## config.mk

```make
export PLATFORM = sky130hd
export DESIGN_NAME = mc_ctrl_seq
export DESIGN_NICKNAME = d
export VERILOG_FILES = /design/src/rtl/mc_ctrl_pkg.sv /design/src/rtl/mc_phase_gen.sv /design/src/rtl/mc_instr_class.sv /design/src/rtl/mc_ctrl_decode.sv /design/src/rtl/mc_ctrl_seq.sv
export SDC_FILE = /design/constraint.sdc
export NUM_CORES = 1
export LEC_CHECK = 0
export ABC_AREA = 1
export BUFFER_PORTS_ARGS = -buffer_cell sky130_fd_sc_hd__buf_4
export CAP_MARGIN = 5
export CORE_AREA = 3 3 40 42
export CTS_CLUSTER_DIAMETER = 30
export DETAILED_ROUTE_END_ITERATION = 12
export DIE_AREA = 0 0 43 45
export PLACE_DENSITY_LB_ADDON = 0.25
export SKIP_LAST_GASP = 1
export SYNTH_ARGS = -nofsm -noshare
export SYNTH_HDL_FRONTEND = slang
export SYNTH_HIERARCHICAL = 1
export SYNTH_SLANG_ARGS = --single-unit
```

## constraint.sdc

```tcl
create_clock -name clk -period 1.1 [get_ports clk]
set_clock_uncertainty 0.2 [all_clocks]
set_input_delay 0.055 -clock clk [delete_from_list [all_inputs] [get_ports clk]]
set_output_delay 0.055 -clock clk [all_outputs]
set_load 0.01 [all_outputs]
```

## src/rtl/mc_ctrl_pkg.sv

```systemverilog
// Shared types for the multicycle control sequencer.
// Assumes: five phases, two-bit ALU code, two-bit operand B select.
package mc_ctrl_pkg;

    // Execution phase of the current instruction
    typedef enum logic [2:0] {
        PH_FETCH  = 3'd0,
        PH_DECODE = 3'd1,
        PH_EXEC   = 3'd2,
        PH_MEM    = 3'd3,
        PH_WB     = 3'd4
    } phase_t;

    // Instruction class decoded from opcode and function fields
    typedef enum logic [1:0] {
        CL_RTYPE = 2'd0,
        CL_LOAD  = 2'd1,
        CL_STORE = 2'd2,
        CL_NONE  = 2'd3
    } iclass_t;

    // ALU operation code seen by the datapath
    typedef enum logic [1:0] {
        ALU_ADD = 2'd0,
        ALU_SUB = 2'd1,
        ALU_AND = 2'd2,
        ALU_OR  = 2'd3
    } aluop_t;

    // Operand B select
    typedef enum logic [1:0] {
        OPB_FOUR = 2'd0,
        OPB_REGB = 2'd1,
        OPB_IMM  = 2'd2
    } opb_t;

    // Full control word driven to the datapath
    typedef struct packed {
        logic   mem_rd;
        logic   mem_wr;
        logic   wr_sel_rd;
        logic   rf_wr;
        logic   opa_sel;
        opb_t   opb_sel;
        logic   wb_sel_mdr;
        logic   ir_load;
        logic   pc_load;
        aluop_t alu_op;
    } ctrl_t;

    localparam ctrl_t CTRL_IDLE = '{
        mem_rd: 1'b0, mem_wr: 1'b0, wr_sel_rd: 1'b0, rf_wr: 1'b0,
        opa_sel: 1'b0, opb_sel: OPB_FOUR, wb_sel_mdr: 1'b0,
        ir_load: 1'b0, pc_load: 1'b0, alu_op: ALU_ADD
    };

endpackage

```

## src/rtl/mc_phase_gen.sv

```systemverilog
// Phase generator: a five-state counter that moves fetch -> decode ->
// execute -> memory -> write-back -> fetch on every rising clock edge.
// Assumes: synchronous active-low reset; no stall input, every phase
// lasts exactly one clock.
module mc_phase_gen
    import mc_ctrl_pkg::*;
(
    input  logic   clk,
    input  logic   rst_n,
    output phase_t phase
);

    phase_t phase_q;
    phase_t phase_nxt;

    // Next phase: wrap after write-back, otherwise step by one
    always_comb begin
        if (phase_q == PH_WB) begin
            phase_nxt = PH_FETCH;
        end else begin
            phase_nxt = phase_t'(phase_q + 3'd1);
        end
    end

    // Phase register with synchronous reset to fetch
    always_ff @(posedge clk) begin
        if (!rst_n) begin
            phase_q <= PH_FETCH;
        end else begin
            phase_q <= phase_nxt;
        end
    end

    assign phase = phase_q;

endmodule

```

## src/rtl/mc_instr_class.sv

```systemverilog
// Instruction classifier: maps the opcode and function fields to an
// instruction class and, for register-register instructions, to the ALU
// operation. Unknown opcodes and unknown function codes give CL_NONE.
// Assumes: the fields are stable for the whole instruction after fetch.
module mc_instr_class
    import mc_ctrl_pkg::*;
#(
    parameter int                 OPC_W     = 6,
    parameter int                 FN_W      = 6,
    parameter logic [OPC_W-1:0]   OPC_RTYPE = 'h00,
    parameter logic [OPC_W-1:0]   OPC_LOAD  = 'h23,
    parameter logic [OPC_W-1:0]   OPC_STORE = 'h2B,
    parameter logic [FN_W-1:0]    FN_ADD    = 'h20,
    parameter logic [FN_W-1:0]    FN_SUB    = 'h22,
    parameter logic [FN_W-1:0]    FN_AND    = 'h24,
    parameter logic [FN_W-1:0]    FN_OR     = 'h25
)(
    input  logic [OPC_W-1:0] opcode,
    input  logic [FN_W-1:0]  funct,
    output iclass_t          iclass,
    output aluop_t           rtype_op
);

    logic   fn_known;
    aluop_t fn_op;

    // Function-field decode for the register-register opcode
    always_comb begin
        fn_known = 1'b1;
        fn_op    = ALU_ADD;
        if (funct == FN_ADD) begin
            fn_op = ALU_ADD;
        end else if (funct == FN_SUB) begin
            fn_op = ALU_SUB;
        end else if (funct == FN_AND) begin
            fn_op = ALU_AND;
        end else if (funct == FN_OR) begin
            fn_op = ALU_OR;
        end else begin
            fn_known = 1'b0;
        end
    end

    // Opcode decode into an instruction class
    always_comb begin
        if (opcode == OPC_RTYPE) begin
            iclass = fn_known ? CL_RTYPE : CL_NONE;
        end else if (opcode == OPC_LOAD) begin
            iclass = CL_LOAD;
        end else if (opcode == OPC_STORE) begin
            iclass = CL_STORE;
        end else begin
            iclass = CL_NONE;
        end
    end

    assign rtype_op = fn_op;

endmodule

```

## src/rtl/mc_ctrl_decode.sv

```systemverilog
// Control decoder: forms the datapath control word from the current
// phase and instruction class. Every field not named for a phase and
// class keeps its idle value (all enables 0, selects 0, ALU add).
// Assumes: fetch is class-independent, since the instruction register
// is loaded only at the end of fetch.
module mc_ctrl_decode
    import mc_ctrl_pkg::*;
(
    input  phase_t  phase,
    input  iclass_t iclass,
    input  aluop_t  rtype_op,
    output ctrl_t   ctrl
);

    // Phase and class to control word
    always_comb begin
        ctrl = CTRL_IDLE;
        case (phase)
            PH_FETCH: begin
                ctrl.mem_rd  = 1'b1;
                ctrl.ir_load = 1'b1;
                ctrl.pc_load = 1'b1;
            end
            PH_EXEC: begin
                if (iclass == CL_RTYPE) begin
                    ctrl.opa_sel = 1'b1;
                    ctrl.opb_sel = OPB_REGB;
                    ctrl.alu_op  = rtype_op;
                end else if (iclass == CL_LOAD || iclass == CL_STORE) begin
                    ctrl.opa_sel = 1'b1;
                    ctrl.opb_sel = OPB_IMM;
                end
            end
            PH_MEM: begin
                if (iclass == CL_RTYPE) begin
                    ctrl.rf_wr     = 1'b1;
                    ctrl.wr_sel_rd = 1'b1;
                end else if (iclass == CL_LOAD) begin
                    ctrl.mem_rd = 1'b1;
                end else if (iclass == CL_STORE) begin
                    ctrl.mem_wr = 1'b1;
                end
            end
            PH_WB: begin
                if (iclass == CL_LOAD) begin
                    ctrl.rf_wr      = 1'b1;
                    ctrl.wb_sel_mdr = 1'b1;
                end
            end
            default: ctrl = CTRL_IDLE;
        endcase
    end

endmodule

```

## src/rtl/mc_ctrl_seq.sv

```systemverilog
// Multicycle control sequencer top: phase generator, instruction
// classifier and control decoder. Outputs are combinational from the
// phase register and the instruction fields.
// Assumes: opcode and funct come from the instruction register and are
// stable from decode to write-back.
module mc_ctrl_seq
    import mc_ctrl_pkg::*;
#(
    parameter int OPC_W = 6,
    parameter int FN_W  = 6
)(
    input  logic             clk,
    input  logic             rst_n,
    input  logic [OPC_W-1:0] opcode,
    input  logic [FN_W-1:0]  funct,
    output logic             mem_rd_en,
    output logic             mem_wr_en,
    output logic             wr_sel_rd,
    output logic             rf_wr_en,
    output logic             opa_sel,
    output logic [1:0]       opb_sel,
    output logic             wb_sel_mdr,
    output logic             ir_load,
    output logic             pc_load,
    output logic [1:0]       alu_op
);

    phase_t  phase;
    iclass_t iclass;
    aluop_t  rtype_op;
    ctrl_t   ctrl;

    mc_phase_gen u_phase (
        .clk   (clk),
        .rst_n (rst_n),
        .phase (phase)
    );

    mc_instr_class #(
        .OPC_W (OPC_W),
        .FN_W  (FN_W)
    ) u_class (
        .opcode   (opcode),
        .funct    (funct),
        .iclass   (iclass),
        .rtype_op (rtype_op)
    );

    mc_ctrl_decode u_dec (
        .phase    (phase),
        .iclass   (iclass),
        .rtype_op (rtype_op),
        .ctrl     (ctrl)
    );

    // Unpack the control word onto the ports
    assign mem_rd_en  = ctrl.mem_rd;
    assign mem_wr_en  = ctrl.mem_wr;
    assign wr_sel_rd  = ctrl.wr_sel_rd;
    assign rf_wr_en   = ctrl.rf_wr;
    assign opa_sel    = ctrl.opa_sel;
    assign opb_sel    = ctrl.opb_sel;
    assign wb_sel_mdr = ctrl.wb_sel_mdr;
    assign ir_load    = ctrl.ir_load;
    assign pc_load    = ctrl.pc_load;
    assign alu_op     = ctrl.alu_op;

endmodule

```

# After elaboration in Yosys (flattened, before gate mapping)
# Cells that the tools add are included.
[classes] n_reduce_logical=5 n_bitwise=1 muxes=27 eq_ne=11 n_addsub=1
[ops] op="$eq A6 B6 Y1 const B" count=6
[ops] op="$mux W2" count=13
[ops] op="$mux W1" count=9
[ops] op="$mux W3" count=3
[ops] op="$eq A3 B2 Y1 const B" count=2
[ops] op="$logic_not A6 Y1" count=1
[ops] op="$pmux W1 S2" count=2
[ops] op="$add A3 B1 Y3 const B" count=1
[ops] op="$eq A3 B3 Y1 const B" count=1
[ops] op="$logic_not A3 Y1" count=1
[ops] op="$eq A2 B1 Y1 const B" count=1
[ops] op="$eq A2 B2 Y1 const B" count=1
[ops] op="$logic_not A2 Y1" count=1
[ops] op="$reduce_or A2 Y1" count=1
[ops] op="$logic_or A1 B1 Y1" count=1
[ops] op="$not A1 Y1" count=1
[totals] output_inout_bits=12 register_bits=3 inputBits=14 wordCells=46

# Logic depth before layout (Yosys ltp)
# Gate-level depths: netlist of run 1.
[depth] word_depth=12 mapped_depth=12 mapped_depth_nobuf=12

# By module
# The synthesis of run 1 kept the hierarchy.
[modules_own_cells] mod="mc_ctrl_decode" seq_area_each_um2=0.0 cells_per_inst=34 area_per_inst_um2=197.7 instances=1
[modules_own_cells] mod="mc_instr_class" seq_area_each_um2=0.0 cells_per_inst=29 area_per_inst_um2=151.4 instances=1
[modules_own_cells] mod="mc_phase_gen" seq_area_each_um2=60.1 cells_per_inst=18 area_per_inst_um2=136.4 instances=1

# Worst setup path after synthesis of run 1
# OpenSTA, ideal clock, no wires.
[synth_timing] kind="input-to-output" startpoint="input port opcode[0]" endpoint="output port opb_sel[1]" required_time_ns=0.845 path_stages=9 path_slack_ns=-0.175 arrival_ns=1.020 n_path_buf=0 path_cell_list="nor2_1 nand3_2 clkinv_1 nand3_2 nand2_1 inv_1 ha_1 inv_1 nor2_1"
[synth_between] elab_chain_len=9 elab_cells_between_ends=13 classes_between="eq/ne: 4; mux: 6; reduce/logical: 3"
[synth_rtl] element="start: declaration" line_no="mc_ctrl_seq.sv:14" source="input logic [OPC_W-1:0] opcode,"
[synth_rtl] element="$eq A6 B6 Y1" line_no="mc_instr_class.sv:50" source="end else if (opcode == OPC_STORE) begin"
[synth_rtl] element="$mux W1" line_no="mc_instr_class.sv:50"
[synth_rtl] element="$mux W2" line_no="mc_instr_class.sv:48" source="end else if (opcode == OPC_LOAD) begin"
[synth_rtl] element="$mux W2 *" line_no="mc_instr_class.sv:46" source="if (opcode == OPC_RTYPE) begin"
[synth_rtl] element="net iclass[0]" line_no="mc_ctrl_seq.sv:29" source="iclass_t iclass;"
[synth_rtl] element="$eq A2 B1 Y1 or $eq A2 B2 Y1 (tied branches)" line_no="mc_ctrl_decode.sv:29" source="end else if (iclass == CL_LOAD || iclass == CL_STORE) begin"
[synth_rtl] element="$logic_or A1 B1 Y1" line_no="mc_ctrl_decode.sv:29"
[synth_rtl] element="$mux W3" line_no="mc_ctrl_decode.sv:29"
[synth_rtl] element="$mux W3 *" line_no="mc_ctrl_decode.sv:25" source="if (iclass == CL_RTYPE) begin"
[synth_rtl] element="$mux W3 *" line_no="mc_ctrl_decode.sv:18" source="case (phase)"
[synth_rtl] element="end: declaration" line_no="mc_ctrl_seq.sv:21" source="output logic [1:0] opb_sel,"
# Mark *: on every way through the listed nets, which the timed path passes. The rest lies on a longest branch.

# Final worst setup path of run 1
[layout_timing] startpoint="input port funct[3]" endpoint="output port rf_wr_en"
[layout_between] elab_chain_len=10 elab_cells_between_ends=15 classes_between="eq/ne: 5; mux: 9; reduce/logical: 1"
[layout_rtl] element="start: declaration" line_no="mc_ctrl_seq.sv:15" source="input logic [FN_W-1:0] funct,"
[layout_rtl] element="$eq A6 B6 Y1" line_no="mc_instr_class.sv:37" source="end else if (funct == FN_OR) begin"
[layout_rtl] element="$mux W1" line_no="mc_instr_class.sv:37"
[layout_rtl] element="$mux W1" line_no="mc_instr_class.sv:35" source="end else if (funct == FN_AND) begin"
[layout_rtl] element="$mux W1" line_no="mc_instr_class.sv:33" source="end else if (funct == FN_SUB) begin"
[layout_rtl] element="$mux W1 *" line_no="mc_instr_class.sv:31" source="if (funct == FN_ADD) begin"
[layout_rtl] element="$mux W2 *" line_no="mc_instr_class.sv:47" source="iclass = fn_known ? CL_RTYPE : CL_NONE;"
[layout_rtl] element="$mux W2 *" line_no="mc_instr_class.sv:46"
[layout_rtl] element="net iclass[1]" line_no="mc_ctrl_seq.sv:29"
[layout_rtl] element="$eq A2 B1 Y1 or $logic_not A2 Y1 (tied branches)" line_no="mc_ctrl_decode.sv:45, mc_ctrl_decode.sv:35"
[layout_rtl] element="$mux W1 or $mux W2 (tied branches)" line_no="mc_ctrl_decode.sv:45, mc_ctrl_decode.sv:35"
[layout_rtl] element="$pmux W1 S2 *" line_no="mc_ctrl_decode.sv:18"
[layout_rtl] element="end: declaration" line_no="mc_ctrl_seq.sv:19" source="output logic rf_wr_en,"
# Marked as above.

==> results of run 1 <==
area by class of cell:
class	instances	share of cell area
Tap cell	15	0.0179
Multi-Input combinational cell	54	0.479
Timing Repair Buffer	37	0.314
Clock buffer	4	0.0251
Inverter	23	0.0992
Sequential cell	3	0.0645
path summary, 6_finish.rpt:
check / from / endpoint / slack (ns) / depth (start not counted)
max reg2reg: u_phase/phase[0] / u_phase/phase[2] / -0.11 / 6
min: u_phase/phase[0] / u_phase/phase[0] / 0.38 / 2
max: funct[3] / rf_wr_en / -0.34 / 10
min reg2reg: u_phase/phase[0] / u_phase/phase[0] / 0.38 / 2
stage by stage:
step,TNS (ns),utilization
finish,-3.34,0.815
global route,-4.32,0.815
CTS,-3.20,0.776
detailed placement,-3.21,0.619
global placement,-2.78,0.619
floorplan,-0.176,-
Yosys cell counts:
cell / count
buf_4: 1
clkinv_1: 1
dfxtp_1: 3
ha_1: 7
inv_1: 21
inv_2: 1
nand2_1: 19
nand3_1: 2
nand3_2: 4
nand3b_4: 1
nand4_1: 3
nor2_1: 13
nor2_2: 3
nor2_4: 1
o21ai_1: 1
power by group through the flow:
stage          logic [mW]  registers (mW)  clock network, mW
2_1_floorplan       0.126           0.142                  0
3_3_place_gp        0.216           0.145                  0
3_5_place_dp        0.223           0.145                  0
4_1_cts             0.293           0.147              0.196
5_1_grt             0.357           0.150              0.204
6_report            0.328           0.148              0.189
critical path: cells and delay by family:
family                     cells  cell delay [ns]
buffers and inverters          3             0.31
adders and majority gates      1             0.14
and+or+nand+nor                6             0.68
metal layers:
layer | global-route usage | up-vias
met2 | 0.275 | 21
li1 | - | 318
met4 | 0.0181 | 0
met3 | 0.0518 | 2
met5 | 0 | -
met1 | 0.153 | 267
cells by family (layout without fill, tap and decap cells):
| group | Yosys count | after routing | synth area share |
|---|---|---|---|
| buffers and inverters | 24 | 64 | 0.193 |
| AND/OR/NAND/NOR | 46 | 46 | 0.492 |
| adder cells (fa/ha/maj) | 7 | 7 | 0.180 |
| AO/OA/AOI/OAI | 1 | 1 | 0.0103 |
| flip-flops | 3 | 3 | 0.124 |
what timing repair did:
item                                    in CTS  in global routing
hold buffers                                 1                  0
resized for setup                           37                 12
pin swaps                                   23                 16
endpoints found under the setup margin      15                 15
hold endpoints to repair                     3                  0
buffers inserted                             5                  1
==> impl_summary.md, run 1 <==
STA
The max-slew violation count is 0. The share of the cycle needed by the critical path after routing is 1.31. Setup repair after global routing could not meet its margin everywhere.

The tightest slew margin relative to the limit is 0.904. After layout, the worst setup slack is -0.344 ns. Setup violations remaining at the end of the flow were counted as 15.

Across all hold checks on the routed design, the worst slack comes to 0.384 ns. The number of endpoints with negative hold slack in the final report is 0. The actual transition at the worst max-transition pin is 0.144 ns. Based on the critical path, the design can be clocked at up to 692 MHz. The routed design could run at a clock period as short as 1.44 ns.

Detailed routing
The number of vias after detailed routing is 608. In this run the remaining antenna-violating nets after routing total 0. Summed over all layers, the routed wires come to 1420 µm. In the routed design, unresolved DRC markers number 0.

The iteration-0 DRC count of the detailed router is 2. The detailed router used layers up to and including met4. The post-detailed-route via-to-cell ratio is 4.47.

After detailed routing, the average wire length per cell comes to 10.4 µm. The routed design uses 785 µm of met2 wire. Wire segments on met3 add up to 80 µm in the final route. The post-route met1 wirelength is 530 µm. The first detailed-routing pass ran for 3 iterations.

Yosys
The number of warnings reported in the yosys synthesis log is 6. The mean instance size in the synthesized netlist is 5.99 µm². The mapped cell area is 485 µm². The post-synthesis net count is 102.

The cell count after synthesis came out at 81. Yosys attributes the largest share of cell area to ha_1 (18%), inv_1 (16%), nand2_1 (15%), dfxtp_1 (12%), nor2_1 (10%). The library cell occupying the most area in the post-synthesis netlist is ha_1. The area share of the leading cell type in the synthesized netlist is 0.180.

The synthesis-stage register bit count is 3. In this run, distinct cell masters in the synthesized netlist total 15. For this run, the register share of the synthesized area comes to 0.124.

Power and ir drop
The relative contribution of combinational cells to total power is 0.494. The post-route total power is 0.665 mW. The switching component of the power is 0.239 mW.

The share of total power dissipated in sequential elements is 0.222. The leakage power is 0.498 nW. Cell internal power was estimated by the tool at 0.427 mW. Of the total power, the share spent switching nets is 0.359.

The share of power burned in the clock network is 0.285. The worst-case IR drop observed on VDD is 919 µV. Power spread over the standard cell area amounts to 635 mW/mm².

Die
The number of placement rows is 13. The total die area is 0.00194 mm². The die height is 45 µm.

The initial core utilization is 0.378. The number of placed I/O pins is 26. The die is 43 µm wide.

The total area inside the core boundary comes to 0.00128 mm².

Critical path
STA classifies the critical path startpoint as an input port. The arrival time of the worst setup path is 1.19 ns. The worst setup path is of the in2out kind. STA classifies the critical path endpoint as a primary output. For this design, the slowest cell found on the critical path is nand4_1. The worst endpoint required time is 0.84 ns. Traced cell by cell, the critical path runs through buf_4 -> nor2_4 -> nand3_2 -> nand3_4 -> nand2_4 -> inv_6 -> ha_4 -> nand4_1 -> nand2_2 -> buf_6. Along the worst path, the maximum fanout reaches 4.

The largest single stage delay on the critical path is 0.15 ns.

GRT
After global routing the overflow that remains totals 0. The maximum number of pins on one net before global-route repair is 8. The initial antenna violation count came to 0.

The overall fraction of global-route tracks in use is 0.143. The number of global-route vias before repair is 533. The wire length of the first global-routing pass is 2100 µm.

Cells and area
Leaving out fill and tap cells, the most frequent cell in the layout is buf_4. The flip-flop count of the largest register, all copies and words added is 3. Summing all multi-input logic gate instances after layout gives 502 µm².

The layout has 85 filler cells. Leaving out fill and tap cells, the most frequent cells in the layout are buf_4 (24), buf_6 (11), inv_1 (10). The repair_antennas step left the layout with diodes totalling 0.

The fraction of layout instances using a drive strength above 1 is 0.736. For this run, the number of standard cells in the final layout without fillers is 136. The sequential cells in the finished layout cover a total of 67.6 µm². The area added between synthesis and finish is 116%.

The finished cells cover 0.00105 mm². The total number of nets in the final design is 143.

Clocking
In this run, CTS created clock tree buffers numbering 3. In this run the clock root is driven by a clkbuf_4. The CTS tree is done. The clock-pin transition on the worst setup and hold timing paths is 0.04 ns. The sink count of the clock tree is 3. The H-tree level count is 1. The longest clock path from root to sink contains 2 buffers. The insertion delay of the later-clocked pin in the worst-skew pair is 0.23 ns.

Hold path
The class of the tightest hold or removal check is reg2reg.

Outcome
The final reports fail on negative setup slack. The flow ran to the end, but the final reports show violations.

Run
The number of max-cap violations is 0.

Placement
In this run the cell area measured after placement is 796 µm². The cell count after placement is 125. Prior to clock tree synthesis, the placed netlist has a worst setup slack of -0.377 ns. Input and output buffers added on the ports amount to 25. The HPWL after detailed placement is 903 µm. At the end of routability-driven placement, the weighted congestion stood at 0.706.
Power figures use the tool's default switching activity.
==> inputs of run 2 (changes only) <==
==> constraint.sdc (replaced) <==
create_clock -name clk -period 1.46 [get_ports clk]
set_clock_uncertainty 0.2 [all_clocks]
set_input_delay 0.073 -clock clk [delete_from_list [all_inputs] [get_ports clk]]
set_output_delay 0.073 -clock clk [all_outputs]
set_load 0.01 [all_outputs]
==> impl_summary.md, run 2 (synthesis results as in run 1) <==
Outcome
The run finished, with violations left. The final reports fail on negative setup slack.

STA
The share of the cycle needed by the critical path after routing is 1.04. The max-slew violation count is 0. Measured against its own limit, the worst slew margin works out to 0.814. The final setup violation count is 4. The maximum operating frequency is 656 MHz. The shortest clock period the worst path allows after layout is 1.52 ns.

Setup repair after global routing could not meet its margin everywhere. The number of endpoints with negative hold slack in the final report is 0. At the pin with the least slew margin, the transition time is 0.279 ns. The final worst setup slack is -0.0640 ns.

Detailed routing
The post-route antenna net violation count is 0. Dividing the detail-routed via count by the number of cells gives 4.51. After detailed routing, the number of remaining DRC violations is 0. The routed wire length is 1330 µm.

The average wire per cell in the routed design is 10.3 µm. The first TritonRoute pass finished after 2 iterations. The final route contains 582 vias. The iteration-0 DRC count of the detailed router is 3.

Critical path
The worst endpoint required time is 1.19 ns. The signal on the critical path passes through buf_4 -> nor2_4 -> nand3_4 -> inv_4 -> nand3_4 -> nand2_4 -> inv_4 -> ha_4 -> inv_2 -> nor2_2 -> buf_4. For this run, the slowest stage of the critical path takes 0.26 ns. The setup path with the least slack is of type in2out. The arrival time of the worst setup path is 1.25 ns. The kind of launch point of the worst setup path is an input port. The count of cells along the worst register-to-register path is 5. The maximum fanout along the worst path is 3. The category of cells accounting for the largest share of critical-path delay is simple AND/OR/NAND/NOR gates. For flop-to-flop paths, the worst setup slack is 0.18 ns. The sort of element at the end of the critical path is a primary output. The endpoint identified for the worst register-to-register timing path is u_phase/phase[2]. The worst register-to-register path begins at u_phase/phase[0]. The number of buffer and inverter stages on the critical path is 5.

The slowest stage of the critical path belongs to the cell ha_4.

Cells and area
Relative to the synthesized area, the layout overhead comes to 89.2%. Once layout is done, the placed cells without fillers occupy 918 µm². The most common cell after layout, fill and taps aside is buf_4. In the final design database the tool counted 136 nets. Fill cells in the final layout number 109.

The finished layout holds 129 standard cells, fillers aside. In the final layout, the share of cells above drive strength 1 is 0.596. The flip-flop count of the largest register, all copies and words added is 3. In the layout the commonest cells are buf_4 (21), inv_1 (15), nand2_1 (11).

The repair_antennas step left the layout with diodes totalling 0.

Clocking
The sink count of the clock tree is 3. The maximum buffer depth of the clock tree is 2. The number of CTS-inserted buffers is 3. The CTS tree is done. The later pin in the worst-skew pair is clocked with a latency of 0.23 ns. The clock-pin transition on the worst setup and hold timing paths is 0.04 ns. CTS built an H-tree with a depth of 1. The root buffer selected by CTS is clkbuf_4.

Power and ir drop
The leakage power is 0.455 nW. Across the VDD grid, the largest voltage drop is 414 µV. For this design the ratio of total power to cell area is 482 mW/mm². Total power for the finished layout comes to 0.443 mW.

GRT
The number of global-route vias before repair is 533. The overall fraction of global-route tracks in use is 0.132. The initial antenna violation count is 0. The remaining global-route overflow is 0. The maximum number of pins on one net before global-route repair is 9.

The wire length of the first global-routing pass is 1970 µm.

Hold path
Along the worst hold path, the cell count comes to 1. The worst hold path begins at u_phase/phase[0]. The worst hold path terminates at u_phase/phase[0]. The class of the tightest hold or removal check is reg2reg.

Run
The number of max-cap violations is 0.

Placement
The number of buffers inserted by port buffering is 25. Including well taps, the total number of placed cells is 123. The final weighted congestion in routability-driven placement is 0.732. The total placed instance area is 707 µm². The HPWL after detailed placement is 842 µm.

Die
The initial core utilization is 0.378. In this run the vertical extent of the chip is 45 µm. The overall die width is 43 µm. The initialized floorplan defines 13 standard-cell rows. The number of placed I/O pins is 26.

The total core area is 0.00128 mm². The die covers 0.00194 mm².
==> run 2: metrics by stage <==
| stage | hold WS [ns] | util | TNS [ns] | setup slack [ns] |
|---|---|---|---|---|
| finish | 0.344 | 0.715 | -0.146 | -0.0640 |
| global route | 0.377 | 0.715 | -0.894 | -0.156 |
| CTS | 0.335 | 0.633 | -0.00327 | -0.00327 |
| detailed placement | 0.158 | 0.550 | -0.421 | -0.101 |
| global placement | 0.156 | 0.550 | -0.119 | -0.0403 |
| floorplan | 0.0523 | - | 0 | 0.149 |
==> run 2: where the power goes <==
| part | internal [mW] | switching [mW] |
|---|---|---|
| clock network | 0.102 | 0.0433 |
| logic | 0.0935 | 0.0925 |
| registers | 0.0921 | 0.0189 |
| total | 0.288 | 0.155 |
==> run 2: final cells by class <==
| class | count | area [µm²] | share of cell area |
|---|---|---|---|
| clock buffers | 4 | 26.3 | 0.0286 |
| inverters | 23 | 93.8 | 0.102 |
| multi-input cells | 54 | 457 | 0.497 |
| flip-flops and latches | 3 | 61.3 | 0.0668 |
| well taps | 15 | 18.8 | 0.0204 |
| repair buffers | 30 | 262 | 0.285 |
==> run 2: how the worst max path moves through the flow <==
stage	end	start	slack [ns]	depth (start not counted)
finish	opb_sel[1]	opcode[1]	-0.06	11
global route	opb_sel[1]	opcode[1]	-0.16	11
CTS	rf_wr_en	funct[4]	-0.003	12
detailed placement	rf_wr_en	opcode[0]	-0.10	11
global placement	rf_wr_en	opcode[5]	-0.04	11
floorplan	opb_sel[1]	opcode[0]	0.15	9
==> run 2: worst register-to-register path, delay by kind of cell (launching register included) <==
family / cells / cell delay, ns
fa+ha+maj: 1 / 0.20
buf+inv: 1 / 0.08
flops: 1 / 0.47
simple gates: 3 / 0.28
==> run 2: repair_timing <==
item	4_1_cts	5_1_grt
gates resized for setup	21	29
hold buffers	1	0
endpoints found under the setup margin	9	11
setup buffers	1	0
pin swaps	11	16
hold endpoints to repair	3	0
==> run 2: metal layers <==
layer | GRT usage | vias up | routed length [µm]
met1 | 0.125 | 257 | 456
met2 | 0.266 | 17 | 762
met4 | 0.0843 | 0 | 49
met3 | 0.0159 | 4 | 61
li1 | - | 304 | -
met5 | 0 | - | 0
